File: config.mk
export PLATFORM = sky130hd
export DESIGN_NAME = usec_timebase
export DESIGN_NICKNAME = d
export VERILOG_FILES = /design/src/rtl/usTbPkg.sv /design/src/rtl/usTbCtrl.sv /design/src/rtl/usTbDatapath.sv /design/src/rtl/usec_timebase.sv
export SDC_FILE = /design/constraint.sdc
export NUM_CORES = 1
export LEC_CHECK = 0
export BUFFER_PORTS_ARGS = -buffer_cell sky130_fd_sc_hd__buf_2
export CORE_AREA = 4 4 101 103
export CTS_BUF_LIST = sky130_fd_sc_hd__clkbuf_8 sky130_fd_sc_hd__clkbuf_16
export DETAILED_ROUTE_END_ITERATION = 8
export DIE_AREA = 0 0 105 107
export GPL_ROUTABILITY_DRIVEN = 0
export HOLD_SLACK_MARGIN = 0.1
export PLACE_DENSITY = 0.79
export RECOVER_POWER = 50
export SETUP_SLACK_MARGIN = 0.2
export SKIP_LAST_GASP = 1
export SLEW_MARGIN = 40
export SYNTH_ARGS = -nofsm -noshare
export SYNTH_HDL_FRONTEND = slang
export SYNTH_SLANG_ARGS = --single-unit
File: constraint.sdc
create_clock -name clk -period 4.6 [get_ports clk]
set_input_delay 0.23 -clock clk [delete_from_list [all_inputs] [get_ports clk]]
set_output_delay 0.23 -clock clk [all_outputs]
set_load 0.01 [all_outputs]
File: src/rtl/usTbPkg.sv
package usTbPkg;
  typedef struct packed {
    logic tick;
    logic selCount;
    logic selCfg;
    logic selFrz;
  } strobe_t;

  localparam logic [7:0] OFS_COUNT = 8'h10;
  localparam logic [7:0] OFS_CFG   = 8'h14;
  localparam logic [7:0] OFS_FRZ   = 8'h4C;
endpackage

File: src/rtl/usTbCtrl.sv
module usTbCtrl
  import usTbPkg::*;
#(
  parameter int unsigned ADDR_W    = 8,
  parameter int unsigned FIELD_W   = 8,
  parameter int unsigned CFG_W     = 2 * FIELD_W,
  parameter int unsigned CFG_RESET = 'h000B
) (
  input  logic              clk,
  input  logic              rstN,
  input  logic [ADDR_W-1:0] addr,
  input  logic              wrEn,
  input  logic [CFG_W-1:0]  wrField,
  output logic [CFG_W-1:0]  cfgVal,
  output logic              frzVal,
  output strobe_t           strb
);
  localparam int unsigned ACC_W = FIELD_W + 2;

  logic [CFG_W-1:0] cfgReg;
  logic             frzReg;
  logic [ACC_W-1:0] acc, accSum, accWrapped, accNext, divisor, dividend;
  logic             reached, cfgWr, frzWr;

  assign divisor  = ACC_W'(cfgReg[FIELD_W-1:0]) + ACC_W'(1);
  assign dividend = ACC_W'(cfgReg[CFG_W-1:FIELD_W]) + ACC_W'(1);
  assign accSum   = acc + dividend;
  assign reached  = accSum >= divisor;
  assign accWrapped = accSum - divisor;

  always_comb begin
    if (!reached)                 accNext = accSum;
    else if (accWrapped >= divisor) accNext = '0;
    else                          accNext = accWrapped;
  end

  assign cfgWr = wrEn && (addr == ADDR_W'(OFS_CFG));
  assign frzWr = wrEn && (addr == ADDR_W'(OFS_FRZ));

  always_ff @(posedge clk) begin
    if (!rstN) begin
      cfgReg <= CFG_W'(CFG_RESET);
      frzReg <= 1'b0;
      acc    <= '0;
    end else begin
      if (cfgWr) cfgReg <= wrField;
      if (frzWr) frzReg <= wrField[0];
      if (cfgWr)        acc <= '0;
      else if (!frzReg) acc <= accNext;
    end
  end

  assign strb.tick     = reached && !frzReg && !cfgWr;
  assign strb.selCount = addr == ADDR_W'(OFS_COUNT);
  assign strb.selCfg   = addr == ADDR_W'(OFS_CFG);
  assign strb.selFrz   = addr == ADDR_W'(OFS_FRZ);
  assign cfgVal = cfgReg;
  assign frzVal = frzReg;

  assert_acc_bound_R3: assert property (@(posedge clk) disable iff (!rstN)
    acc < divisor);
  assert_cfg_restart_R3: assert property (@(posedge clk) disable iff (!rstN)
    cfgWr |=> (acc == '0));
endmodule

File: src/rtl/usTbDatapath.sv
module usTbDatapath
  import usTbPkg::*;
#(
  parameter int unsigned DATA_W  = 32,
  parameter int unsigned COUNT_W = 32,
  parameter int unsigned CFG_W   = 16
) (
  input  logic              clk,
  input  logic              rstN,
  input  strobe_t           strb,
  input  logic [CFG_W-1:0]  cfgVal,
  input  logic              frzVal,
  output logic [DATA_W-1:0] rdData,
  output logic              tickOut
);
  logic [COUNT_W-1:0] count;

  always_ff @(posedge clk) begin
    if (!rstN) begin
      count   <= '0;
      tickOut <= 1'b0;
    end else begin
      tickOut <= strb.tick;
      if (strb.tick) count <= count + COUNT_W'(1);
    end
  end

  always_comb begin
    rdData = '0;
    if (strb.selCount)    rdData = DATA_W'(count);
    else if (strb.selCfg) rdData = DATA_W'(cfgVal);
    else if (strb.selFrz) rdData = DATA_W'(frzVal);
  end

  assert_tick_step_R4: assert property (@(posedge clk) disable iff (!rstN)
    tickOut |-> (count == $past(count) + COUNT_W'(1)));
  assert_idle_hold_R4: assert property (@(posedge clk) disable iff (!rstN)
    !tickOut |-> $stable(count));
  assert_freeze_hold_R7: assert property (@(posedge clk) disable iff (!rstN)
    frzVal |=> $stable(count));
endmodule

File: src/rtl/usec_timebase.sv
module usec_timebase
  import usTbPkg::*;
#(
  parameter int unsigned ADDR_W    = 8,
  parameter int unsigned DATA_W    = 32,
  parameter int unsigned COUNT_W   = 32,
  parameter int unsigned FIELD_W   = 8,
  parameter int unsigned CFG_RESET = 'h000B
) (
  input  logic              clk,
  input  logic              rstN,
  input  logic [ADDR_W-1:0] addr,
  input  logic              wrEn,
  input  logic [DATA_W-1:0] wrData,
  output logic [DATA_W-1:0] rdData,
  output logic              tickOut
);
  localparam int unsigned CFG_W = 2 * FIELD_W;

  strobe_t          strb;
  logic [CFG_W-1:0] cfgVal;
  logic             frzVal;

  usTbCtrl #(
    .ADDR_W(ADDR_W), .FIELD_W(FIELD_W), .CFG_W(CFG_W), .CFG_RESET(CFG_RESET)
  ) ctrl_i (
    .clk(clk), .rstN(rstN), .addr(addr), .wrEn(wrEn),
    .wrField(wrData[CFG_W-1:0]), .cfgVal(cfgVal), .frzVal(frzVal), .strb(strb)
  );

  usTbDatapath #(
    .DATA_W(DATA_W), .COUNT_W(COUNT_W), .CFG_W(CFG_W)
  ) dp_i (
    .clk(clk), .rstN(rstN), .strb(strb), .cfgVal(cfgVal), .frzVal(frzVal),
    .rdData(rdData), .tickOut(tickOut)
  );
endmodule

# [Yosys cells after proc, flatten, opt, wreduce, memory -nomap -nowiden]
# Cells that the tools add are included.
[totals] ram_bits=0 mem_count=0 out_inout_bits=33 latch_bits=0 register_bits=60 mem_bits_ro=0
[classes] mux=5 eq_ne=3 n_reduce_logical=7 div=0 order_cmp=2 shifts=0 n_addsub=5 multipliers=0 bitwise_logic=1
[ops] op="32-bit two-way mux" n=2
[ops] op="32-bit by 1-bit adder with 32-bit output (second input constant)" n=1
[ops] op="10-bit greater-or-equal comparator" n=2
[ops] op="10-bit two-way mux" n=2
[ops] op="8-bit by 1-bit adder with 9-bit output (second input constant)" n=2
[ops] op="8-bit by 5-bit == test with 1-bit output (second input constant)" n=2
[ops] op="10-bit adder" n=1
[ops] op="10-bit subtractor" n=1
[ops] op="8-bit by 7-bit == test with 1-bit output (second input constant)" n=1
[ops] op="1-bit logical AND" n=4
[ops] op="1-bit zero test" n=2
[ops] op="2-bit OR reduction" n=1
[ops] op="1-bit two-way mux" n=1
[ops] op="1-bit inverter" n=1

# [Logic depth before layout (Yosys ltp)]
# Gate-level depths: netlist of the first run.
[depth] depth_word=6 depth_mapped=21 ltp_nobuf=20

# [By module]
# A second synthesis of the first run with hierarchy kept.
[unflattened] hier_cells=501 area_unflattened_um2=4127.7
[by_module_without_submodules] mod="usTbCtrl" seq_area_each_um2=540.5 instances=1 area_per_inst_um2=2260.9 cells_each=277
[by_module_without_submodules] mod="usTbDatapath" seq_area_each_um2=660.6 instances=1 area_per_inst_um2=1866.8 cells_each=224

# [Worst setup path before layout of the first run]
# No wires, ideal clock.
[synth_timing] path_type="reg2reg" from="register ctrl_i.cfgReg[8] (netlist: ctrl_i.cfgVal[8])" to="register ctrl_i.acc[7]" path_stages_with_launch=22 n_path_buf=1 required_ps=4508 synth_period_minus_slack_ps=4252 slack_ps=348 arrival_time_ps=4160 setup_ps=92 path_cell_list="dfxtp_1 > and3_1 > nand3_1 > or2_2 > xnor2_1 > ha_1 > nor2_1 > a311o_1 > xnor2_1 > ha_1 > nand2_1 > o21ba_2 > mux2i_4 > a21boi_0 > and2_1 > ha_1 > o21a_1 > a21oi_1 > and2_1 > clkbuf_1 > o21ai_1 > o32ai_1"
[synth_between] elab_chain_cells=6 elab_cells_between_ends=7 cone_classes="add/sub (3); order compare (2); mux (2)"
[synth_rtl] item="start: declaration" line="usTbCtrl.sv:20" text="logic [CFG_W-1:0] cfgReg;"
[synth_rtl] item="start signal: assignment" line="usTbCtrl.sv:42" text="cfgReg <= CFG_W'(CFG_RESET);"
[synth_rtl] item="start signal: assignment" line="usTbCtrl.sv:46" text="if (cfgWr) cfgReg <= wrField;"
[synth_rtl] item="8-bit by 1-bit adder with 9-bit output (*)" line="usTbCtrl.sv:26" text="assign dividend = ACC_W'(cfgReg[CFG_W-1:FIELD_W]) + ACC_W'(1);"
[synth_rtl] item="10-bit adder (*)" line="usTbCtrl.sv:27" text="assign accSum = acc + dividend;"
[synth_rtl] item="10-bit subtractor" line="usTbCtrl.sv:29" text="assign accWrapped = accSum - divisor;"
[synth_rtl] item="10-bit greater-or-equal comparator" line="usTbCtrl.sv:33" text="else if (accWrapped >= divisor) accNext = '0;"
[synth_rtl] item="10-bit two-way mux" line="usTbCtrl.sv:33"
[synth_rtl] item="10-bit two-way mux (*)" line="usTbCtrl.sv:32" text="if (!reached) accNext = accSum;"
[synth_rtl] item="end signal: assignment" line="usTbCtrl.sv:49" text="else if (!frzReg) acc <= accNext;"
[synth_rtl] item="end: declaration" line="usTbCtrl.sv:22" text="logic [ACC_W-1:0] acc, accSum, accWrapped, accNext, divisor, dividend;"
# Mark *: on every way between the ends. The rest lies on a longest branch, timed or not.
# A chain may end at the register's enable or synchronous reset.

# [Worst setup path after layout of the first run]
[layout_timing] from="register ctrl_i.cfgReg[9] (netlist: ctrl_i.cfgVal[9])" to="register ctrl_i.acc[7]"
# Same word-level chain as after synthesis.

==> report_table.html, run 1 <==
<table>
<tr><th>Metric</th><th>Value</th></tr>
<tr><th colspan="2">Global route</th></tr>
<tr><td>Number of global-route vias before repair</td><td>around 4,200</td></tr>
<tr><td>Pin count of the biggest net entering global routing</td><td>47</td></tr>
<tr><td>Overall track demand over capacity in global routing</td><td>0.2180</td></tr>
<tr><td>GR Overflow Total</td><td>0</td></tr>
<tr><td>Antenna violations before repair</td><td>0</td></tr>
<tr><td>Global-route wire length before repair</td><td>20,090 um</td></tr>
<tr><th colspan="2">Worst setup path</th></tr>
<tr><td>Arr. time, crit path</td><td>4.72 ns</td></tr>
<tr><td>CP startpoint kind</td><td>flip-flop</td></tr>
<tr><td>Cell type of the slowest stage on the worst timing path</td><td>dfxtp_4</td></tr>
<tr><td>Beginning of the worst register-to-register path</td><td>ctrl_i.cfgVal[9]</td></tr>
<tr><td>Number of cells on the worst reg-to-reg path</td><td>19</td></tr>
<tr><td>Largest fanout of any net on the critical path</td><td>7</td></tr>
<tr><td>Slack of the worst reg-to-reg path</td><td>0.14 ns</td></tr>
<tr><td>Capture point of the worst reg-to-reg path</td><td>ctrl_i.acc[7]</td></tr>
<tr><td>Required time worst endpoint</td><td>4.86 ns</td></tr>
<tr><td>Worst setup EP type</td><td>flip-flop</td></tr>
<tr><td>Worst setup path category</td><td>reg2reg</td></tr>
<tr><td>Critical Path Source</td><td>ctrl_i.cfgVal[9]</td></tr>
<tr><td>Delay of the slowest critical-path stage</td><td>0.38 ns</td></tr>
<tr><td>Ordered list of cells on the worst path</td><td>and3_1 -&gt; nand3_2 -&gt; xnor2_2 -&gt; ha_1 -&gt; a21oi_1 -&gt; nand2_1 -&gt; xor2_2 -&gt; ha_4 -&gt; a21o_1 -&gt; a31oi_2 -&gt; xor2_1 -&gt; inv_1 -&gt; ha_1 -&gt; a211oi_1 -&gt; nand2_1 -&gt; a21oi_2 -&gt; and2_4 -&gt; o21ai_1 -&gt; o32ai_2</td></tr>
<tr><td>Endpoint of the most critical setup path</td><td>ctrl_i.acc[7]</td></tr>
<tr><th colspan="2">Cells and area</th></tr>
<tr><td>Most frequent standard cell in the layout excluding fill and tap cells</td><td>nand2_1</td></tr>
<tr><td>Commonest cells after routing, fill and taps aside</td><td>75 x nand2_1, 56 x dfxtp_1, 38 x a21oi_1, 37 x buf_2, 35 x nor2_1</td></tr>
<tr><td>Number of antenna diodes</td><td>0</td></tr>
<tr><td>Final instance area</td><td>roughly 0.0054 sq mm</td></tr>
<tr><td>Layout net count</td><td>696</td></tr>
<tr><td>Fraction of layout instances using a drive strength above 1</td><td>0.2115</td></tr>
<tr><td>Area Growth Syn to Fin</td><td>17.97%</td></tr>
<tr><th colspan="2">Logic synthesis</th></tr>
<tr><td>Number of flops mapped to enable cells by yosys</td><td>0</td></tr>
<tr><td>Area share of the largest cell type after synthesis</td><td>0.2634</td></tr>
<tr><td>Flip-flop cell with the highest count after synthesis</td><td>dfxtp_1</td></tr>
<tr><td>Synth Register Bits</td><td>60</td></tr>
<tr><td>Cell Area, Synth</td><td>0.004561 sq mm</td></tr>
<tr><td>Cell type with the highest aggregate area in the netlist</td><td>dfxtp_1</td></tr>
<tr><td>Post-synth ARST share</td><td>0</td></tr>
<tr><td>Cell count after synthesis</td><td>551</td></tr>
<tr><td>Synth warn</td><td>0</td></tr>
<tr><td>Number of different library cells in the post-synthesis netlist</td><td>slightly above 70</td></tr>
<tr><td>Net Count, Synth</td><td>628</td></tr>
<tr><td>Largest cells by area after synthesis</td><td>dfxtp_1 26%, ha_1 8.8%, mux2i_1 6.1%</td></tr>
<tr><td>Per-instance average area after synthesis</td><td>8.277 sq um</td></tr>
<tr><td>Share of synthesized area occupied by flip-flops and latches</td><td>0.2634</td></tr>
<tr><th colspan="2">Clock tree</th></tr>
<tr><td>Sinks on Clock Net</td><td>60</td></tr>
<tr><td>Clock Latency Late Sink</td><td>0.35 ns</td></tr>
<tr><td>Master cell of the clock root buffer</td><td>clkbuf_8</td></tr>
<tr><td>Number of levels the H-tree was split into</td><td>3</td></tr>
<tr><td>Post-CTS Hold Buffers</td><td>0</td></tr>
<tr><td>Maximum count of clock buffers along a single path</td><td>2</td></tr>
<tr><td>Clock edge transition at the registers on the reported setup and hold paths</td><td>approximately 0.070 ns</td></tr>
<tr><td>CTS Buf Count</td><td>9</td></tr>
<tr><td>TritonCTS clock tree</td><td>yes</td></tr>
<tr><th colspan="2">Die</th></tr>
<tr><td>Starting density of the core</td><td>0.4959</td></tr>
<tr><td>Height of the die</td><td>107 um</td></tr>
<tr><td>Full die area</td><td>approximately 0.011 sq mm</td></tr>
<tr><td>Chip width</td><td>105 um</td></tr>
<tr><td># IOs</td><td>between 70 and 80</td></tr>
<tr><td>Core Region</td><td>about 0.0092 sq mm</td></tr>
<tr><td>Row cnt</td><td>35</td></tr>
<tr><th colspan="2">Placed design</th></tr>
<tr><td>DPL Wire Length</td><td>9132 um</td></tr>
<tr><td>Area post-placement</td><td>approximately 0.0049 sq mm</td></tr>
<tr><td>Buffers added on ports</td><td>a little under 60</td></tr>
<tr><td>Placement-stage worst setup slack</td><td>-0.05494 ns</td></tr>
<tr><th colspan="2">Min path</th></tr>
<tr><td>Hold Crit Class</td><td>in2reg</td></tr>
<tr><td>Hold wc startpoint</td><td>wrData[1]</td></tr>
<tr><th colspan="2">Detailed routing</th></tr>
<tr><td>Number of detailed-routing iterations run before antenna repair</td><td>8</td></tr>
<tr><td>Wire length per cell after detailed routing</td><td>17.64 um</td></tr>
<tr><td>Number of DRC violations after detailed-routing iteration 0</td><td>about 340</td></tr>
<tr><td>Vias post-DR</td><td>4,519</td></tr>
<tr><td>Drc violations</td><td>0</td></tr>
<tr><td>Final antenna-violating net count</td><td>0</td></tr>
<tr><td>Via/cell ratio</td><td>6.148</td></tr>
<tr><td>Final WL</td><td>12,970 um</td></tr>
<tr><th colspan="2">Pwr</th></tr>
<tr><td>Maximum ir drop on the vdd rail</td><td>approximately 0.24 mV</td></tr>
<tr><td>P per Cell Area</td><td>202.4 mW/mm^2</td></tr>
<tr><td>Leakage power figure</td><td>roughly 2.1 nW</td></tr>
<tr><th colspan="2">Timing</th></tr>
<tr><td>Slew Limit Fails</td><td>0</td></tr>
<tr><td>Endpoints failing hold</td><td>0</td></tr>
<tr><td>Final worst path period share</td><td>0.9698</td></tr>
<tr><td>Final setup fails</td><td>0</td></tr>
<tr><td>Slew @ Worst Pin</td><td>1.091 ns</td></tr>
<tr><td>Max-slew headroom at the worst pin</td><td>0.2728</td></tr>
<tr><td>RSZ-0062 raised after global routing</td><td>true</td></tr>
<tr><td>Worst clock skew</td><td>0.01096 ns</td></tr>
<tr><td>Tmin final</td><td>~4.5 ns</td></tr>
<tr><td>Achievable frequency</td><td>0.2242 GHz</td></tr>
<tr><td>Worst setup slack after layout</td><td>0.1391 ns</td></tr>
<tr><th colspan="2">Run</th></tr>
<tr><td>Max-capacitance violation count</td><td>0</td></tr>
<tr><th colspan="2">Run status</th></tr>
<tr><td>Result of the run</td><td>finished clean</td></tr>
</table>
-- routing by layer --
| metal | GRT usage | share of wire |
|---|---|---|
| met1 | 0.2563 | 0.41 |
| met2 | 0.3969 | 0.52 |
| met3 | 0.03913 | 0.050 |
| met4 | 0.07685 | 0.024 |
| met5 | 0 | 0 |
-- metrics by stage --
stage	power, mW	hold WS (ns)	utilization	TNS, ns	std cells
after floorplan	0.6044	0.3542	-	0	551
after global placement	0.6306	0.4538	0.5382	0	707
after detailed placement	0.6369	0.4623	0.5382	-0.05494	707
after CTS	1.087	0.1045	0.5641	0	724
after global routing	1.122	0.1173	0.5850	-0.1784	735
final	1.089	0.1048	0.5850	0	735
-- cell type report --
class / count / area [sq um]
Sequential cell: 60 / 1211
Fill cell: 813 / 3816
Clock buffer: 9 / 123.9
Inverter: 16 / 60.06
Multi-Input combinational cell: 451 / 3341
Tap cell: 111 / 138.9
Timing Repair Buffer: 81 / 445.4
Clock inverter: 7 / 60.06
-- synthesized netlist by cell type (all sizes together) (13+ instances only) --
library cell	n
a21oi	41
and2	19
clkbuf	17
dfxtp	60
ha	32
inv	16
mux2i	29
nand2	76
nand2b	19
nand3	21
nand4	13
nor2	37
xnor2	13
xor2	13
-- worst max-delay path: cells and delay by family (launching register included) --
kind	cells	cell delay, ns
compound gates	7	1.49
fa+ha+maj	3	0.87
xor+xnor	3	0.78
simple gates	5	0.76
flops	1	0.38
buf+inv	1	0.08
-- worst min-delay path by stage --
stage	endpoint	slack [ns]	cells after the start
after global routing	ctrl_i.cfgVal[3]	0.12	3
after global placement	dp_i.count[31]	0.45	2
after detailed placement	dp_i.count[31]	0.46	2
final	ctrl_i.cfgVal[1]	0.10	3
after floorplan	ctrl_i.cfgVal[1]	0.35	2
after CTS	ctrl_i.cfgVal[9]	0.10	3
-- power by group --
group,total (mW),switching [mW],internal (mW)
clock,0.458,0.215,0.243
sequential,0.525,0.00364,0.522
combinational,0.105,0.0630,0.0425
-- registers in the layout (all words and copies together) (netlist names) --
register	flops
ctrl_i.acc	10
ctrl_i.cfgVal	16
ctrl_i.frzVal	1
dp_i.count	32
dp_i.tickOut	1
-- repair_timing --
item,4_1_cts,5_1_grt
gates resized for setup,11,31
setup buffers,1,11
setup endpoints to repair,8,31
pin swaps,2,14
-- cells by family after synthesis --
kind of cell             synth area share
AND/OR/NAND/NOR                    0.2743
AO/OA/AOI/OAI                      0.2022
flip-flops                         0.2634
buffers and inverters             0.04225
adder cells (fa/ha/maj)           0.09657
multiplexers                      0.06968
XOR/XNOR                          0.05158
Power figures use the tool's default switching activity.
==> inputs of run 2 (changes only) <==
- SETUP_SLACK_MARGIN: 0.2 -> 0.02
==> run 2 against run 1 <==
Against the previous run: setup slack improved by 0.047 ns; clock skew hardly changed; combinational power about the same; clock-buffer cell count is the same; sequential share of layout area is 0.70 points higher; cell count fell by 1.1%; register-to-register slack better by 0.05 ns; sequential power about the same; sequential cell count stayed put; first-iteration DRC count shrank 12%; global-route usage down 0.35 points; maximum frequency is 1.1% higher; highest routed layer unchanged.
==> report_table.html, run 2 (synthesized netlist as in run 1, its figures left out) <==
<table>
<tr><th>Metric</th><th>Value</th></tr>
<tr><th colspan="2">Cells and area</th></tr>
<tr><td>Layout net count</td><td>~690</td></tr>
<tr><td>Commonest cells after routing, fill and taps aside</td><td>75 x nand2_1, 58 x dfxtp_1, 39 x a21oi_1, 37 x buf_2, 35 x nor2_1</td></tr>
<tr><td>Count of filler cells inserted in the layout</td><td>845</td></tr>
<tr><td>Final instance area</td><td>0.005197 sq mm</td></tr>
<tr><td>Area Growth Syn to Fin</td><td>13.96%</td></tr>
<tr><td>Multi-input gate area</td><td>between 0.003 and 0.004 sq mm</td></tr>
<tr><td>Number of antenna diodes</td><td>0</td></tr>
<tr><td>Most flop-heavy register</td><td>dp_i.count</td></tr>
<tr><td>Largest register FFs</td><td>32</td></tr>
<tr><td>Final core utilization</td><td>0.5652</td></tr>
<tr><td>Final cell count without fillers</td><td>approximately 730</td></tr>
<tr><td>Fraction of layout instances using a drive strength above 1</td><td>0.1753</td></tr>
<tr><td>Most frequent standard cell in the layout excluding fill and tap cells</td><td>nand2_1</td></tr>
<tr><td>Register area</td><td>~0.0012 sq mm</td></tr>
<tr><th colspan="2">Detailed routing</th></tr>
<tr><td>Drc violations</td><td>0</td></tr>
<tr><td>Vias post-DR</td><td>~4,400</td></tr>
<tr><td>Number of DRC violations after detailed-routing iteration 0</td><td>~300</td></tr>
<tr><td>Final WL</td><td>12,240 um</td></tr>
<tr><td>Number of detailed-routing iterations run before antenna repair</td><td>5</td></tr>
<tr><td>Final antenna-violating net count</td><td>0</td></tr>
<tr><td>Via/cell ratio</td><td>6.028</td></tr>
<tr><td>Wire length per cell after detailed routing</td><td>16.83 um</td></tr>
<tr><th colspan="2">Clock tree</th></tr>
<tr><td>TritonCTS clock tree</td><td>yes</td></tr>
<tr><td>Clock Latency Late Sink</td><td>roughly 0.35 ns</td></tr>
<tr><td>CTS Buf Count</td><td>9</td></tr>
<tr><td>Clock edge transition at the registers on the reported setup and hold paths</td><td>0.07 ns</td></tr>
<tr><td>Sinks on Clock Net</td><td>60</td></tr>
<tr><td>Number of levels the H-tree was split into</td><td>3</td></tr>
<tr><td>Maximum count of clock buffers along a single path</td><td>2</td></tr>
<tr><td>Master cell of the clock root buffer</td><td>clkbuf_8</td></tr>
<tr><td>Post-CTS Hold Buffers</td><td>0</td></tr>
<tr><th colspan="2">Die</th></tr>
<tr><td>Row cnt</td><td>35</td></tr>
<tr><td>Full die area</td><td>0.01124 sq mm</td></tr>
<tr><td>Starting density of the core</td><td>0.4959</td></tr>
<tr><td># IOs</td><td>76</td></tr>
<tr><td>Chip width</td><td>105 um</td></tr>
<tr><td>Height of the die</td><td>107 um</td></tr>
<tr><td>Core Region</td><td>0.009196 sq mm</td></tr>
<tr><th colspan="2">Pwr</th></tr>
<tr><td>P per Cell Area</td><td>208.5 mW/mm^2</td></tr>
<tr><td>Relative contribution of sequential cells to total power</td><td>0.485</td></tr>
<tr><td>Portion of total power attributed to combinational logic</td><td>0.094</td></tr>
<tr><td>Maximum ir drop on the vdd rail</td><td>0.2419 mV</td></tr>
<tr><td>Leakage power figure</td><td>2.073 nW</td></tr>
<tr><td>Overall power after layout</td><td>1.084 mW</td></tr>
<tr><td>Switching share of total power</td><td>0.2565</td></tr>
<tr><td>Switching pwr</td><td>about 280 uW</td></tr>
<tr><td>Power Internal</td><td>around 800 uW</td></tr>
<tr><td>Part of the power in the clock network</td><td>0.421</td></tr>
<tr><th colspan="2">Worst setup path</th></tr>
<tr><td>Cell repeated most along the worst path</td><td>ha_1</td></tr>
<tr><td>Delay of the slowest critical-path stage</td><td>0.38 ns</td></tr>
<tr><td>CP startpoint kind</td><td>flip-flop</td></tr>
<tr><td>Capture point of the worst reg-to-reg path</td><td>ctrl_i.acc[7]</td></tr>
<tr><td>Slack of the worst reg-to-reg path</td><td>0.19 ns</td></tr>
<tr><td>Number of cells on the worst reg-to-reg path</td><td>20</td></tr>
<tr><td>Worst setup path category</td><td>reg2reg</td></tr>
<tr><td>Arr. time, crit path</td><td>roughly 4.7 ns</td></tr>
<tr><td>Beginning of the worst register-to-register path</td><td>ctrl_i.cfgVal[9]</td></tr>
<tr><td>Cell type of the slowest stage on the worst timing path</td><td>dfxtp_4</td></tr>
<tr><td>Worst setup EP type</td><td>flip-flop</td></tr>
<tr><td>Largest fanout of any net on the critical path</td><td>7</td></tr>
<tr><td>Required time worst endpoint</td><td>4.84 ns</td></tr>
<tr><td>Ordered list of cells on the worst path</td><td>ha_2 -&gt; ha_1 -&gt; a21o_1 -&gt; a21oi_1 -&gt; xnor2_1 -&gt; ha_1 -&gt; o21a_1 -&gt; o31a_1 -&gt; o21ai_1 -&gt; nand2b_1 -&gt; a31oi_1 -&gt; xor2_1 -&gt; inv_1 -&gt; ha_1 -&gt; a211oi_1 -&gt; nand2_1 -&gt; a21oi_2 -&gt; and2_4 -&gt; o21ai_1 -&gt; o32ai_1</td></tr>
<tr><th colspan="2">Placed design</th></tr>
<tr><td>DPL Wire Length</td><td>9132 um</td></tr>
<tr><td>Placement-stage worst setup slack</td><td>-0.05494 ns</td></tr>
<tr><td>Cells after DPL</td><td>just over 700</td></tr>
<tr><td>Area post-placement</td><td>0.004950 sq mm</td></tr>
<tr><td>Buffers added on ports</td><td>59</td></tr>
<tr><th colspan="2">Global route</th></tr>
<tr><td>GR Overflow Total</td><td>0</td></tr>
<tr><td>Overall track demand over capacity in global routing</td><td>0.2145</td></tr>
<tr><td>Antenna violations before repair</td><td>0</td></tr>
<tr><td>Number of global-route vias before repair</td><td>around 4,100</td></tr>
<tr><td>Global-route wire length before repair</td><td>19,830 um</td></tr>
<tr><td>Pin count of the biggest net entering global routing</td><td>between 40 and 50</td></tr>
<tr><th colspan="2">Timing</th></tr>
<tr><td>Worst clock skew</td><td>0.01131 ns</td></tr>
<tr><td>Achievable frequency</td><td>0.2265 GHz</td></tr>
<tr><td>Slew @ Worst Pin</td><td>1.049 ns</td></tr>
<tr><td>Slew Limit Fails</td><td>0</td></tr>
<tr><td>Final setup fails</td><td>0</td></tr>
<tr><td>Final worst path period share</td><td>0.9596</td></tr>
<tr><td>Tmin final</td><td>4.414 ns</td></tr>
<tr><td>Endpoints failing hold</td><td>0</td></tr>
<tr><td>Worst setup slack after layout</td><td>0.1858 ns</td></tr>
<tr><td>Max-slew headroom at the worst pin</td><td>0.3005</td></tr>
<tr><td>RSZ-0062 raised after global routing</td><td>false</td></tr>
<tr><th colspan="2">Run status</th></tr>
<tr><td>Result of the run</td><td>finished clean</td></tr>
<tr><th colspan="2">Min path</th></tr>
<tr><td>Hold Crit Class</td><td>in2reg</td></tr>
<tr><td>Hold wc startpoint</td><td>wrData[9]</td></tr>
<tr><td>Worst Hold Path EP</td><td>ctrl_i.cfgVal[9]</td></tr>
<tr><td>Cell depth of the worst min-delay path</td><td>3</td></tr>
<tr><th colspan="2">Run</th></tr>
<tr><td>Max-capacitance violation count</td><td>0</td></tr>
</table>
## run 2: cell types whose count changed in the layout (fill, tap and decap cells not counted), moves of 2 or more
cell,previous run,this run
xor2_2,4,2
xor2_1,9,11
dfxtp_1,56,58
ha_4,4,1
xnor2_2,3,1
buf_4,21,13
nand3_1,19,21
ha_1,26,29
xnor2_1,10,12
## run 2: power groups by stage
stage               Clock, mW  Sequential [mW]  Combinational (mW)
floorplan                   0            0.537              0.0675
finish                  0.456            0.526               0.102
detailed placement          0            0.538              0.0989
global route            0.480            0.526               0.112
CTS                     0.461            0.526              0.0994
global placement            0            0.538              0.0926
## run 2: what timing repair did
| item | in CTS | in global routing |
|---|---|---|
| pin swaps | 0 | 8 |
| resized for setup | 3 | 16 |
| setup endpoints to repair | 7 | 12 |
| hold endpoints to repair | 0 | 0 |
| setup buffers | 0 | 4 |
## run 2: critical path: cells and delay by family (launching register included)
family | cells | cell delay [ns]
AO/OA/AOI/OAI | 10 | 1.76
flip-flops | 1 | 0.38
AND/OR/NAND/NOR | 3 | 0.41
XOR/XNOR | 2 | 0.43
adder cells (fa/ha/maj) | 4 | 1.24
buffers and inverters | 1 | 0.07
## run 2: layout make-up
class                      count  share of cell area
timing repair buffer          73             0.07415
clock buffer                   9             0.02383
multi-input combinational    451              0.6201
clock inverter                 7             0.01156
inverter                      16             0.01156
tap                          111             0.02672
sequential                    60              0.2321
## run 2: worst max path at each step
stage	slack, ns	end	startpoint	cells past startpoint
global route	0.009	ctrl_i.acc[7]	ctrl_i.cfgVal[10]	20
detailed placement	-0.05	ctrl_i.acc[7]	ctrl_i.cfgVal[9]	19
floorplan	0.35	ctrl_i.acc[7]	ctrl_i.cfgVal[8]	21
global placement	0.14	ctrl_i.acc[7]	ctrl_i.cfgVal[9]	20
CTS	0.03	ctrl_i.acc[7]	ctrl_i.cfgVal[8]	19
finish	0.19	ctrl_i.acc[7]	ctrl_i.cfgVal[9]	20
## run 2: stage by stage
stage / TNS, ns / hold WS [ns]
detailed placement: -0.05494 / 0.4623
finish: 0 / 0.1108
CTS: 0 / 0.1045
global placement: 0 / 0.4538
floorplan: 0 / 0.3542
global route: 0 / 0.1189
## run 2: layer usage
layer / GRT usage / vias up / routed length (um)
met5: 0 / - / 0
met3: 0.03853 / 30 / 508
met4: 0.07498 / 0 / 364
met1: 0.2560 / 2118 / 5114
li1: - / 2140 / -
met2: 0.3863 / 94 / 6252
==> inputs of run 3 (changes only) <==
- CTS_BUF_LIST: sky130_fd_sc_hd__clkbuf_8 sky130_fd_sc_hd__clkbuf_16 -> sky130_fd_sc_hd__clkbuf_4
==> run 3 against run 2 <==
Against the previous run: setup slack lost 0.033 ns; clock skew grew 0.0060 ns; sequential cell count is the same; critical path depth shrank 1; cell count grew 2.8%; highest routed layer unchanged.
==> report_table.html, run 3 (synthesized netlist as in run 1, its figures left out) <==
<table>
<tr><th>Metric</th><th>Value</th></tr>
<tr><th colspan="2">Run status</th></tr>
<tr><td>Result of the run</td><td>finished clean</td></tr>
<tr><th colspan="2">Timing</th></tr>
<tr><td>Tmin final</td><td>4.447 ns</td></tr>
<tr><td>Slew Limit Fails</td><td>0</td></tr>
<tr><td>Endpoints failing hold</td><td>0</td></tr>
<tr><td>Slew @ Worst Pin</td><td>around 1.1 ns</td></tr>
<tr><td>Worst setup slack after layout</td><td>about 0.15 ns</td></tr>
<tr><td>Max-slew headroom at the worst pin</td><td>0.2604</td></tr>
<tr><td>Worst clock skew</td><td>about 0.017 ns</td></tr>
<tr><td>Achievable frequency</td><td>0.2249 GHz</td></tr>
<tr><td>Final setup fails</td><td>0</td></tr>
<tr><td>Final worst path period share</td><td>0.9667</td></tr>
<tr><th colspan="2">Cells and area</th></tr>
<tr><td>Area Growth Syn to Fin</td><td>17.26%</td></tr>
<tr><td>Count of filler cells inserted in the layout</td><td>between 800 and 900</td></tr>
<tr><td>Register area</td><td>about 0.0012 sq mm</td></tr>
<tr><td>Fraction of layout instances using a drive strength above 1</td><td>0.1808</td></tr>
<tr><td>Most flop-heavy register</td><td>dp_i.count</td></tr>
<tr><td>Final core utilization</td><td>0.5815</td></tr>
<tr><td>Number of antenna diodes</td><td>0</td></tr>
<tr><td>Final instance area</td><td>0.005348 sq mm</td></tr>
<tr><td>Most frequent standard cell in the layout excluding fill and tap cells</td><td>nand2_1</td></tr>
<tr><td>Commonest cells after routing, fill and taps aside</td><td>75 x nand2_1, 58 x dfxtp_1, 39 x a21oi_1, 37 x buf_2, 35 x nor2_1</td></tr>
<tr><td>Layout net count</td><td>708</td></tr>
<tr><td>Multi-input gate area</td><td>between 0.003 and 0.004 sq mm</td></tr>
<tr><td>Largest register FFs</td><td>32</td></tr>
<tr><th colspan="2">Detailed routing</th></tr>
<tr><td>Final WL</td><td>12,900 um</td></tr>
<tr><td>Wire length per cell after detailed routing</td><td>roughly 17 um</td></tr>
<tr><td>Drc violations</td><td>0</td></tr>
<tr><td>Via/cell ratio</td><td>6.145</td></tr>
<tr><td>Number of DRC violations after detailed-routing iteration 0</td><td>329</td></tr>
<tr><td>Number of detailed-routing iterations run before antenna repair</td><td>5</td></tr>
<tr><td>Final antenna-violating net count</td><td>0</td></tr>
<tr><td>Vias post-DR</td><td>4,590</td></tr>
<tr><th colspan="2">Min path</th></tr>
<tr><td>Hold Crit Class</td><td>in2reg</td></tr>
<tr><th colspan="2">Worst setup path</th></tr>
<tr><td>Largest fanout of any net on the critical path</td><td>7</td></tr>
<tr><td>Worst setup path category</td><td>reg2reg</td></tr>
<tr><td>CP startpoint kind</td><td>flip-flop</td></tr>
<tr><td>Required time worst endpoint</td><td>4.91 ns</td></tr>
<tr><td>Worst setup EP type</td><td>flip-flop</td></tr>
<tr><td>Arr. time, crit path</td><td>4.76 ns</td></tr>
<tr><th colspan="2">Pwr</th></tr>
<tr><td>Relative contribution of sequential cells to total power</td><td>0.517</td></tr>
<tr><td>Switching share of total power</td><td>0.2644</td></tr>
<tr><td>Portion of total power attributed to combinational logic</td><td>0.113</td></tr>
<tr><td>P per Cell Area</td><td>189.9 mW/mm^2</td></tr>
<tr><td>Leakage power figure</td><td>2.140 nW</td></tr>
<tr><td>Maximum ir drop on the vdd rail</td><td>0.1797 mV</td></tr>
<tr><td>Power Internal</td><td>~750 uW</td></tr>
<tr><td>Switching pwr</td><td>268.4 uW</td></tr>
<tr><td>Part of the power in the clock network</td><td>0.370</td></tr>
<tr><th colspan="2">Clock tree</th></tr>
<tr><td>Number of levels the H-tree was split into</td><td>3</td></tr>
<tr><td>Master cell of the clock root buffer</td><td>clkbuf_4</td></tr>
<tr><td>Clock edge transition at the registers on the reported setup and hold paths</td><td>0.11 ns</td></tr>
<tr><td>Sinks on Clock Net</td><td>60</td></tr>
<tr><td>TritonCTS clock tree</td><td>yes</td></tr>
<tr><td>Clock Latency Late Sink</td><td>0.42 ns</td></tr>
<tr><td>Maximum count of clock buffers along a single path</td><td>2</td></tr>
<tr><td>CTS Buf Count</td><td>9</td></tr>
<tr><th colspan="2">Placed design</th></tr>
<tr><td>Buffers added on ports</td><td>59</td></tr>
<tr><td>Area post-placement</td><td>between 0.004 and 0.005 sq mm</td></tr>
<tr><td>Placement-stage worst setup slack</td><td>-0.05494 ns</td></tr>
<tr><td>DPL Wire Length</td><td>9132 um</td></tr>
<tr><th colspan="2">Global route</th></tr>
<tr><td>Antenna violations before repair</td><td>0</td></tr>
<tr><td>Global-route wire length before repair</td><td>about 21,000 um</td></tr>
<tr><td>Number of global-route vias before repair</td><td>4,309</td></tr>
<tr><td>GR Overflow Total</td><td>0</td></tr>
<tr><td>Pin count of the biggest net entering global routing</td><td>47</td></tr>
<tr><td>Overall track demand over capacity in global routing</td><td>0.2251</td></tr>
<tr><th colspan="2">Die</th></tr>
<tr><td>Height of the die</td><td>107 um</td></tr>
<tr><td># IOs</td><td>76</td></tr>
<tr><td>Row cnt</td><td>35</td></tr>
<tr><td>Core Region</td><td>0.009196 sq mm</td></tr>
<tr><td>Starting density of the core</td><td>0.4959</td></tr>
<tr><td>Full die area</td><td>0.01124 sq mm</td></tr>
<tr><td>Chip width</td><td>around 110 um</td></tr>
<tr><th colspan="2">Run</th></tr>
<tr><td>Max-capacitance violation count</td><td>0</td></tr>
</table>
[run 3: changes by cell type in the layout (fill, tap and decap cells not counted), sizes merged]
| cell | delta |
|---|---|
| buf | +4 |
| clkbuf | +2 |
| dlygate4sd3 | +16 |
| inv | -2 |
[run 3: critical path: stages, from the launching register on]
cell and delay, ns:
dfxtp_4 0.40, and3_1 0.16, nand3_1 0.11, or2_2 0.34, xnor2_1 0.14, ha_2 0.38, a21oi_1 0.06, mux2_4 0.26
a211o_4 0.27, inv_1 0.07, ha_1 0.25, a41o_1 0.26, a211o_1 0.28, and2_1 0.17, ha_1 0.27, o21a_1 0.14
a21oi_2 0.19, and2_4 0.21, o21ai_1 0.09, o32ai_1 0.32
[run 3: final cells by class]
cell class	count	area share
clock inverter	5	0.009827
multi-input combinational	451	0.6044
inverter	16	0.01123
tap	111	0.02597
clock buffer	11	0.01544
timing repair buffer	93	0.1076
sequential	60	0.2256
[run 3: through the flow]
stage           TNS, ns  cells  hold WS (ns)  power [mW]
3_3_place_gp          0    707        0.4538      0.6306
4_1_cts               0    739        0.1137       1.017
5_1_grt        -0.04470    747        0.1536       1.053
2_1_floorplan         0    551        0.3542      0.6044
3_5_place_dp   -0.05494    707        0.4623      0.6369
6_report              0    747        0.1240       1.015
[run 3: timing repair]
item | in CTS | in global routing
hold endpoints to repair | 16 | 0
pin swaps | 0 | 12
hold buffers | 16 | 0
buffers inserted | 0 | 8
gates cloned | 0 | 0
resized for setup | 3 | 17
endpoints found under the setup margin | 7 | 12
[run 3: path summary, 6_finish.rpt]
path                         start             end  slack, ns  cells after the start
setup / recovery  ctrl_i.cfgVal[9]   ctrl_i.acc[7]       0.15                     19
hold / removal                wrEn   ctrl_i.frzVal       0.12                      3
setup reg to reg  ctrl_i.cfgVal[9]   ctrl_i.acc[7]       0.15                     19
hold reg to reg     dp_i.count[31]  dp_i.count[31]       0.47                      2
[run 3: power by group through the flow]
stage	Combinational [mW]	Sequential [mW]	Clock, mW
2_1_floorplan	0.0675	0.537	0
3_3_place_gp	0.0926	0.538	0
3_5_place_dp	0.0989	0.538	0
4_1_cts	0.110	0.526	0.381
5_1_grt	0.125	0.526	0.402
6_report	0.114	0.525	0.376
[run 3: metal layers]
metal / global-route usage / vias up / wire [um]
li1: - / 2188 / -
met1: 0.2640 / 2173 / 5205
met2: 0.3969 / 182 / 6488
met3: 0.04937 / 47 / 741
met4: 0.09372 / 0 / 467
met5: 0 / - / 0
